--- src/rtl/cn_pkg.sv ---
package cn_pkg;
  // Block length after clamping: zero counts as one, cap applies last.
  function automatic logic [15:0] cn_eff_len(input logic [15:0] len, input logic [15:0] cap);
    logic [15:0] l;
    logic [15:0] c;
    l = (len == 16'd0) ? 16'd1 : len;
    c = (cap == 16'd0) ? 16'd1 : cap;
    return (l > c) ? c : l;
  endfunction
endpackage

--- src/rtl/cn_blk_accum.sv ---
module cn_blk_accum #(
  parameter int DISC_W = 16,
  parameter int CNT_W  = 8,
  parameter int SH_W   = 5,
  localparam int SUM_W = DISC_W + CNT_W
) (
  input  logic             clk,
  input  logic             rst_n,
  input  logic             upd,
  input  logic [DISC_W-1:0] disc,
  input  logic [CNT_W-1:0]  blk_len,
  input  logic [CNT_W-1:0]  blk_max,
  input  logic [SH_W-1:0]   gain_sh,
  output logic [SUM_W-1:0]  filt_sel
);
  import cn_pkg::*;

  function automatic logic signed [SUM_W-1:0] f_filter(input logic signed [SUM_W-1:0] s,
                                                      input logic [SH_W-1:0] sh);
    return s >>> sh;
  endfunction

  logic [SUM_W-1:0] sum_q;
  logic [SUM_W-1:0] sum_nx;
  logic [SUM_W-1:0] filt_q;
  logic [SUM_W-1:0] filt_new;
  logic [CNT_W-1:0] cnt_q;
  logic [15:0]      eff;
  logic             blk_done;
  logic             seen_q;

  always_comb begin
    sum_nx   = sum_q + {{CNT_W{disc[DISC_W-1]}}, disc};
    eff      = cn_eff_len(16'(blk_len), 16'(blk_max));
    blk_done = upd && ((16'(cnt_q) + 16'd1) >= eff);
    filt_new = f_filter(sum_nx, gain_sh);
    filt_sel = blk_done ? filt_new : filt_q;
  end

  always_ff @(posedge clk or negedge rst_n) begin
    if (!rst_n) begin
      sum_q  <= '0;
      cnt_q  <= '0;
      filt_q <= '0;
      seen_q <= 1'b0;
    end else if (upd) begin
      if (blk_done) begin
        sum_q  <= '0;
        cnt_q  <= '0;
        filt_q <= filt_new;
        seen_q <= 1'b1;
      end else begin
        sum_q <= sum_nx;
        cnt_q <= cnt_q + 1'b1;
      end
    end
  end

  assert_clear_R3: assert property (@(posedge clk) disable iff (!rst_n)
    blk_done |=> (sum_q == '0 && cnt_q == '0));
  assert_hold_R4: assert property (@(posedge clk) disable iff (!rst_n)
    !blk_done |=> $stable(filt_q));
  assert_zero_until_block_R4: assert property (@(posedge clk) disable iff (!rst_n)
    !seen_q |-> filt_q == '0);
endmodule

--- src/rtl/cn_aid_mix.sv ---
module cn_aid_mix #(
  parameter int FREQ_W   = 32,
  parameter int SCALE_W  = 16,
  parameter int AID_FRAC = 16,
  parameter int FILT_W   = 24,
  parameter int RATE_W   = 32,
  localparam int PROD_W  = FREQ_W + SCALE_W + 1
) (
  input  logic               clk,
  input  logic               rst_n,
  input  logic               upd,
  input  logic [FREQ_W-1:0]  carr_freq,
  input  logic [SCALE_W-1:0] aid_scale,
  input  logic [FILT_W-1:0]  filt_sel,
  output logic [RATE_W-1:0]  rate_q
);
  function automatic logic signed [PROD_W-1:0] f_aid(input logic signed [FREQ_W-1:0] f,
                                                     input logic [SCALE_W-1:0] s);
    logic signed [PROD_W-1:0] p;
    p = f * $signed({1'b0, s});
    return p >>> AID_FRAC;
  endfunction

  logic signed [PROD_W-1:0] aid_full;
  logic [RATE_W-1:0]        rate_nx;

  always_comb begin
    aid_full = f_aid(carr_freq, aid_scale);
    rate_nx  = aid_full[RATE_W-1:0] + {{(RATE_W-FILT_W){filt_sel[FILT_W-1]}}, filt_sel};
  end

  always_ff @(posedge clk or negedge rst_n) begin
    if (!rst_n)   rate_q <= '0;
    else if (upd) rate_q <= rate_nx;
  end

  assert_rate_hold_R5: assert property (@(posedge clk) disable iff (!rst_n)
    !upd |=> $stable(rate_q));
endmodule

--- src/rtl/cn_phase_acc.sv ---
module cn_phase_acc #(
  parameter int PHASE_W = 32
) (
  input  logic               clk,
  input  logic               rst_n,
  input  logic [PHASE_W-1:0] rate,
  output logic [PHASE_W-1:0] phase_q,
  output logic               wrap_q
);
  logic [PHASE_W:0] sum_ext;

  always_comb sum_ext = {1'b0, phase_q} + {1'b0, rate};

  always_ff @(posedge clk or negedge rst_n) begin
    if (!rst_n) begin
      phase_q <= '0;
      wrap_q  <= 1'b0;
    end else begin
      phase_q <= sum_ext[PHASE_W-1:0];
      wrap_q  <= sum_ext[PHASE_W];
    end
  end

  assert_wrap_R8: assert property (@(posedge clk) disable iff (!rst_n)
    wrap_q |-> phase_q < $past(phase_q));
  assert_advance_R7: assert property (@(posedge clk) disable iff (!rst_n)
    !wrap_q |-> phase_q >= $past(phase_q));
endmodule

--- src/rtl/code_nco_sched.sv ---
module code_nco_sched #(
  parameter int DISC_W   = 16,
  parameter int CNT_W    = 8,
  parameter int SH_W     = 5,
  parameter int FREQ_W   = 32,
  parameter int SCALE_W  = 16,
  parameter int AID_FRAC = 16,
  parameter int PHASE_W  = 32,
  localparam int SUM_W   = DISC_W + CNT_W,
  localparam int RATE_W  = PHASE_W
) (
  input  logic               clk,
  input  logic               rst_n,
  input  logic               carr_upd,
  input  logic [DISC_W-1:0]  disc_in,
  input  logic [FREQ_W-1:0]  carr_freq,
  input  logic [SCALE_W-1:0] aid_scale,
  input  logic [CNT_W-1:0]   blk_len,
  input  logic [CNT_W-1:0]   blk_max,
  input  logic [SH_W-1:0]    gain_shift,
  output logic [RATE_W-1:0]  rate_word,
  output logic [PHASE_W-1:0] nco_phase,
  output logic               chip_stb
);
  logic [SUM_W-1:0] filt_sel;

  cn_blk_accum #(.DISC_W(DISC_W), .CNT_W(CNT_W), .SH_W(SH_W)) u_accum (
    .clk(clk), .rst_n(rst_n), .upd(carr_upd), .disc(disc_in),
    .blk_len(blk_len), .blk_max(blk_max), .gain_sh(gain_shift),
    .filt_sel(filt_sel)
  );

  cn_aid_mix #(.FREQ_W(FREQ_W), .SCALE_W(SCALE_W), .AID_FRAC(AID_FRAC),
               .FILT_W(SUM_W), .RATE_W(RATE_W)) u_mix (
    .clk(clk), .rst_n(rst_n), .upd(carr_upd), .carr_freq(carr_freq),
    .aid_scale(aid_scale), .filt_sel(filt_sel), .rate_q(rate_word)
  );

  cn_phase_acc #(.PHASE_W(PHASE_W)) u_phase (
    .clk(clk), .rst_n(rst_n), .rate(rate_word),
    .phase_q(nco_phase), .wrap_q(chip_stb)
  );
endmodule

--- config.mk ---
export PLATFORM = sky130hd
export DESIGN_NAME = code_nco_sched
export DESIGN_NICKNAME = d
export VERILOG_FILES = /design/src/rtl/cn_pkg.sv /design/src/rtl/cn_blk_accum.sv /design/src/rtl/cn_aid_mix.sv /design/src/rtl/cn_phase_acc.sv /design/src/rtl/code_nco_sched.sv
export SDC_FILE = /design/constraint.sdc
export NUM_CORES = 2
export LEC_CHECK = 0
export BUFFER_PORTS_ARGS = -buffer_cell sky130_fd_sc_hd__buf_2
export CAP_MARGIN = 20
export CORE_ASPECT_RATIO = 1.25
export CORE_MARGIN = 4
export CORE_UTILIZATION = 55
export CTS_BUF_LIST = sky130_fd_sc_hd__clkbuf_4 sky130_fd_sc_hd__clkbuf_8 sky130_fd_sc_hd__clkbuf_16
export CTS_CLUSTER_DIAMETER = 200
export DETAILED_ROUTE_END_ITERATION = 7
export PLACE_DENSITY_LB_ADDON = 0.2
export SLEW_MARGIN = 20
export SYNTH_ARGS = -nofsm -noshare
export SYNTH_HDL_FRONTEND = slang
export SYNTH_SLANG_ARGS = --single-unit
--- constraint.sdc ---
create_clock -name clk -period 8.5 [get_ports clk]
set_clock_uncertainty 0.2 [all_clocks]
set_input_delay 0.85 -clock clk [delete_from_list [all_inputs] [get_ports clk]]
set_output_delay 0.85 -clock clk [all_outputs]
set_load 0.02 [all_outputs]
; ---- Word level (Yosys, flattened, before mapping)
; Index checks and enable logic that the tools add are counted.
[op_classes]
n_reduce_logical = 3
mul = 1
add_sub_neg = 5
n_shift = 1
n_lt_le_gt_ge = 2
mux = 6
[ops]
columns = cell, count
row1 = $mul A32 B17 Y48, 1
row2 = $mux W24, 2
row3 = $add A32 B32 Y33, 1
row4 = $add A32 B32 Y32, 1
row5 = $add A24 B24 Y24, 1
row6 = $mux W8, 3
row7 = $sshr A24 B5 Y24, 1
row8 = $ge A16 B16 Y1, 1
row9 = $gt A16 B16 Y1, 1
row10 = $logic_not A8 Y1, 2
row11 = $mux W16, 1
row12 = $add A8 B1 Y9 const B, 1
row13 = $add A8 B1 Y8 const B, 1
row14 = $logic_and A1 B1 Y1, 1
[word_totals]
in_bits = 88
wordCells = 24
reg_bits = 121

; ---- Logic depth before layout (Yosys ltp)
[depth]
word_depth = 8
ltp_mapped = 36

; ---- By module
; Synthesis repeated with hierarchy kept, for this count alone.
[unflattened]
hier_cells = 3276
hier_area_um2 = 28474.8
[by_module_without_submodules]
columns = mod, area_each_um2, cells_per_inst, instances
row1 = cn_aid_mix, 19827.8, 2224, 1
row2 = cn_blk_accum, 6143.4, 781, 1
row3 = cn_phase_acc, 2503.7, 271, 1

; ---- Worst setup path before layout
; Ideal clock, no wire load.
[synth_timing]
kind = in2reg
start = input aid_scale[10]
end = register u_mix.rate_q[31]
path_slack_ns = -0.875
path_buffers = 1
stages = 32
arrival_time_ns = 9.055
path_cell_list = clkbuf_1 > nand2_1 > fa_1 > inv_1 > fa_1 > fa_1 > fa_1 > fa_1 > inv_1 > fa_1 > inv_1 > ha_1 > a211oi_1 > nor2_1 > a2111oi_2 > a31oi_1 > a211o_1 > a221o_1 > a21o_1 > a21oi_1 > xnor2_1 > ha_1 > a21oi_1 > o21ai_0 > or3_1 > o32ai_1 > nor2_1 > o21ai_1 > o21ai_0 > a31o_2 > a21o_1 > a31o_1
[synth_between]
elab_chain_len = 2
[synth_lines]
columns = element, line
row1 = "start, declared", code_nco_sched.sv:17  ; input logic [SCALE_W-1:0] aid_scale,
row2 = $mul A32 B17 Y48, cn_aid_mix.sv:20  ; p = f * $signed({1'b0, s});
row3 = $add A32 B32 Y32, cn_aid_mix.sv:29  ; rate_nx = aid_full[RATE_W-1:0] + {{(RATE_W-FILT_W){filt_sel[FILT_W-1]}}, filt_sel};
row4 = "end signal, assigned", cn_aid_mix.sv:34  ; else if (upd) rate_q <= rate_nx;
row5 = "end, declared", cn_aid_mix.sv:15  ; output logic [RATE_W-1:0] rate_q
; Every way passes these cells.
; A chain may end at the register's enable or synchronous reset.

; ---- Worst setup path after layout
[layout_timing]
start = input aid_scale[5]
end = register u_mix.rate_q[28]
; The elaborated chain is that of the path after synthesis.

==> summary.md <==
| Metric | Value |
|---|---|
| RR Startpoint | u_accum.sum_q[0] |
| Via count | between 20000 and 25000 |
| Num CTS Buffers | 17 |
| Async set-or-reset flop fraction in the synthesized netlist | between 90% and 100% |
| Final Setup Violations | 9 |
| Via/cell ratio | 5.57 |
| Hold slack | 0.266 ns |
| Initial Util | 55.7% |
| Gpl congestion | 0.971 |
| Core area | 49400 um2 |
| Initial antenna violation count | 0 |
| Post-synth EDFFs | 0 |
| Die height | 258 um |
| Achievable Freq | 0.113 GHz |
| Layout Utilization | 65.5% |
| Sequential area share after synthesis | 11.0% |
| Syn nets | ~4000 |
| CTS H-tree depth | 4 |
| WL/cell | 18.3 um |
| Mux cell area share after synthesis | 3.30% |
| Vias in the first global route | around 25000 |
| Critical Path Fanout Max | 6 |
| #FFs+latches synth | 121 |
| I/O pin cnt | 153 |
| Simple-Gate Fraction of Synth Area | 15.4% |
| FF-to-FF End | u_mix.rate_q[28] |
| Final ANT Viol Nets | 0 |
| Hold Vio Cnt, Final | 0 |
| Row count | between 90 and 100 |
| Number of port buffers | 152 |
| CTS tree | done |
| Flip-flop and latch area | 3030 um2 |
| Max-Cap Viols | 0 |
| Area grow syn2layout | 17.6% |
| Slew headroom | 40.8% |
| Hold Crit Depth | 2 |
| Status | complete, but fails checks |
| Routed Wire Length | 75.7 mm |
| Ys flop type | dfrtp_1 |
| 1st-iter DRT viols | 1427 |
| Least-Margin Pin Slew | 0.888 ns |
| Post-Synth Adder-Cell Area | 45.0% |
| Longest Clk Path Bufs | 2 |
| HP Class | register to register |
| # fillers | 4062 |
| Yosys cell types | 88 |
| Nets | approximately 4300 |
| RSZ-0062 raised after global routing | yes |
| Worst hold start | u_accum.filt_q[10] |
| Total GRT Usage | 28.5% |
| Clock-pin slew on the worst setup and hold paths | 0.06 ns |
| # DRC | 0 |
| Largest family of logic cells by synthesized area | adder cells |
| Post-Syn Area | 27500 um2 |
| First-pass GRT wire length | 125 mm |
| Req. time, crit path | 8.62 ns |
| Worst path slowest cell | fa_1 |
| Detailed Routing Iterations Pass 1 | 7 |
| Worst setup EP type | register |
| Worst path max stage delay | 0.53 ns |
| Largest net degree at the start of global routing | 66 |
| Tmin final | 8.82 ns |
| Clock root buffer master | clkbuf_16 |
| Synth Area in Compound Gates | 11.5% |
| GRT Residual Overflow | 0 |
| Mapped Avg Cell Area | 8.81 um2 |
| Proportion of layout cells with a drive suffix above 1 | a little under a fifth |
| # diodes | 0 |
| Worst reg-to-reg setup slack | 1.56 ns |
| Clock Latency Late Sink | 0.43 ns |
| Chip Width | around 210 um |
| Worst Reg-to-Reg Cells | 26 |
| CP Launch Type | input port |
| Slew Limit Fails | 0 |
| Post-DP HPWL | just over 60 mm |
| Critical path class | input port to register |
| Final WS setup | -0.317 ns |
| Crit share post-route | 104% |
| Synth Warn # | 0 |
| Hold EP | u_accum.filt_q[10] |
| Worst endpoint data arrival time | 8.93 ns |
| CTS sink count | 121 |
| Failing checks | setup timing |
| Xor-xnor portion of the synthesized cell area | roughly 3.5% |
| Die area | ~54000 um2 |
| Multi-input logic area | 22200 um2 |
| Worst path most repeated cell | fa_1 |
| Cell count after synthesis | 3125 |
[layer usage]
metal  track usage, %  wire length [um]  up-vias
met3             3.52              4100      192
met5                0                 0        -
li1                 -                 -    10500
met4             11.1              2930        0
met2             52.0             39900      794
met1             34.4             28700    11500
[per-stage QoR]
stage	worst slack (ns)	TNS (ns)	area [um2]	std cells
final	-0.317	-1.54	32400	4131
after global routing	-0.573	-5.05	32400	4131
after CTS	-0.177	-0.612	31900	4116
after detailed placement	-0.873	-11.56	31000	4073
after global placement	-0.716	-8.54	31000	4073
after floorplan	-0.0823	-0.0903	27800	3125
[registers in the layout, indices dropped and copies added, names as in the netlist]
| register | count |
|---|---|
| u_accum.sum_q | 24 |
| u_phase.phase_q | 32 |
| u_mix.rate_q | 32 |
| u_accum.cnt_q | 8 |
| u_phase.wrap_q | 1 |
| u_accum.filt_q | 24 |
[worst max-delay path, delay by kind of cell]
kind                       cells  cell delay [ns]
buffers and inverters          7             0.55
xor gates and xnor gates       1             0.13
adders and majority gates      8             3.59
and+or+nand+nor                4             0.58
AOI/OAI and AO/OA             15             3.21
[synth_stat cells (20+ instances only)]
cell type	instances	area [um2]
dfrtp_1	121	3030
mux2i_1	32	320
nor2_1	102	383
fa_1	485	9710
nor3_1	38	190
nand3_1	49	245
xnor2_1	73	639
xor2_1	33	289
o21ai_1	29	145
o21a_1	25	188
and3_1	20	125
clkbuf_1	127	477
a21o_1	52	390
and2_1	197	1230
a21oi_1	125	626
ha_1	215	2690
inv_1	603	2260
nor2b_1	22	138
mux2_2	31	349
o21ai_0	81	405
nand2_1	421	1580
[worst max-delay path by stage]
stage	from	end	slack, ns
floorplan	aid_scale[5]	u_mix.rate_q[31]	-0.08
global placement	aid_scale[3]	u_mix.rate_q[28]	-0.72
detailed placement	aid_scale[3]	u_mix.rate_q[28]	-0.87
CTS	aid_scale[5]	u_mix.rate_q[31]	-0.18
global route	aid_scale[5]	u_mix.rate_q[28]	-0.57
finish	aid_scale[5]	u_mix.rate_q[28]	-0.32
[area by class of cell]
cell class / instances / area share (%)
multi-input cells: 2257 / 68.7
flip-flops and latches: 121 / 9.35
clock inverters: 12 / 0.464
repair buffers: 463 / 10.6
clock buffers: 20 / 1.40
inverters: 607 / 7.03
well taps: 651 / 2.51
[cells in the final DEF (no fill, tap or decap), types with 25 or more instances in the layout]
master	n
fa_1	478
buf_4	296
nand3_1	49
and2_1	186
xnor2_1	70
a21o_1	52
o21ai_1	32
ha_1	206
mux2i_1	32
nor2_1	97
xor2_1	31
nor3_1	37
a21oi_1	109
dfrtp_1	121
buf_2	132
nand2_1	418
o21ai_0	68
o21a_1	25
inv_1	596
[cells by family (layout without fill, tap and decap cells)]
family,count (synthesis),count (layout)
adders and majority gates,700,700
muxes,74,74
DFF,121,121
and+or+nand+nor,902,902
buffers and inverters,747,1102
AOI/OAI and AO/OA,474,474
xor gates and xnor gates,107,107
[timing repair]
action	CTS	global route
setup endpoints to repair	15	16
setup buffers	11	16
hold buffers	0	0
resized for setup	63	83
cloned	1	1
pin swaps	26	43
Power is left out: the tool's default activity adds up to more than one toggle a clock period on the data nets, which glitch-free logic cannot reach.
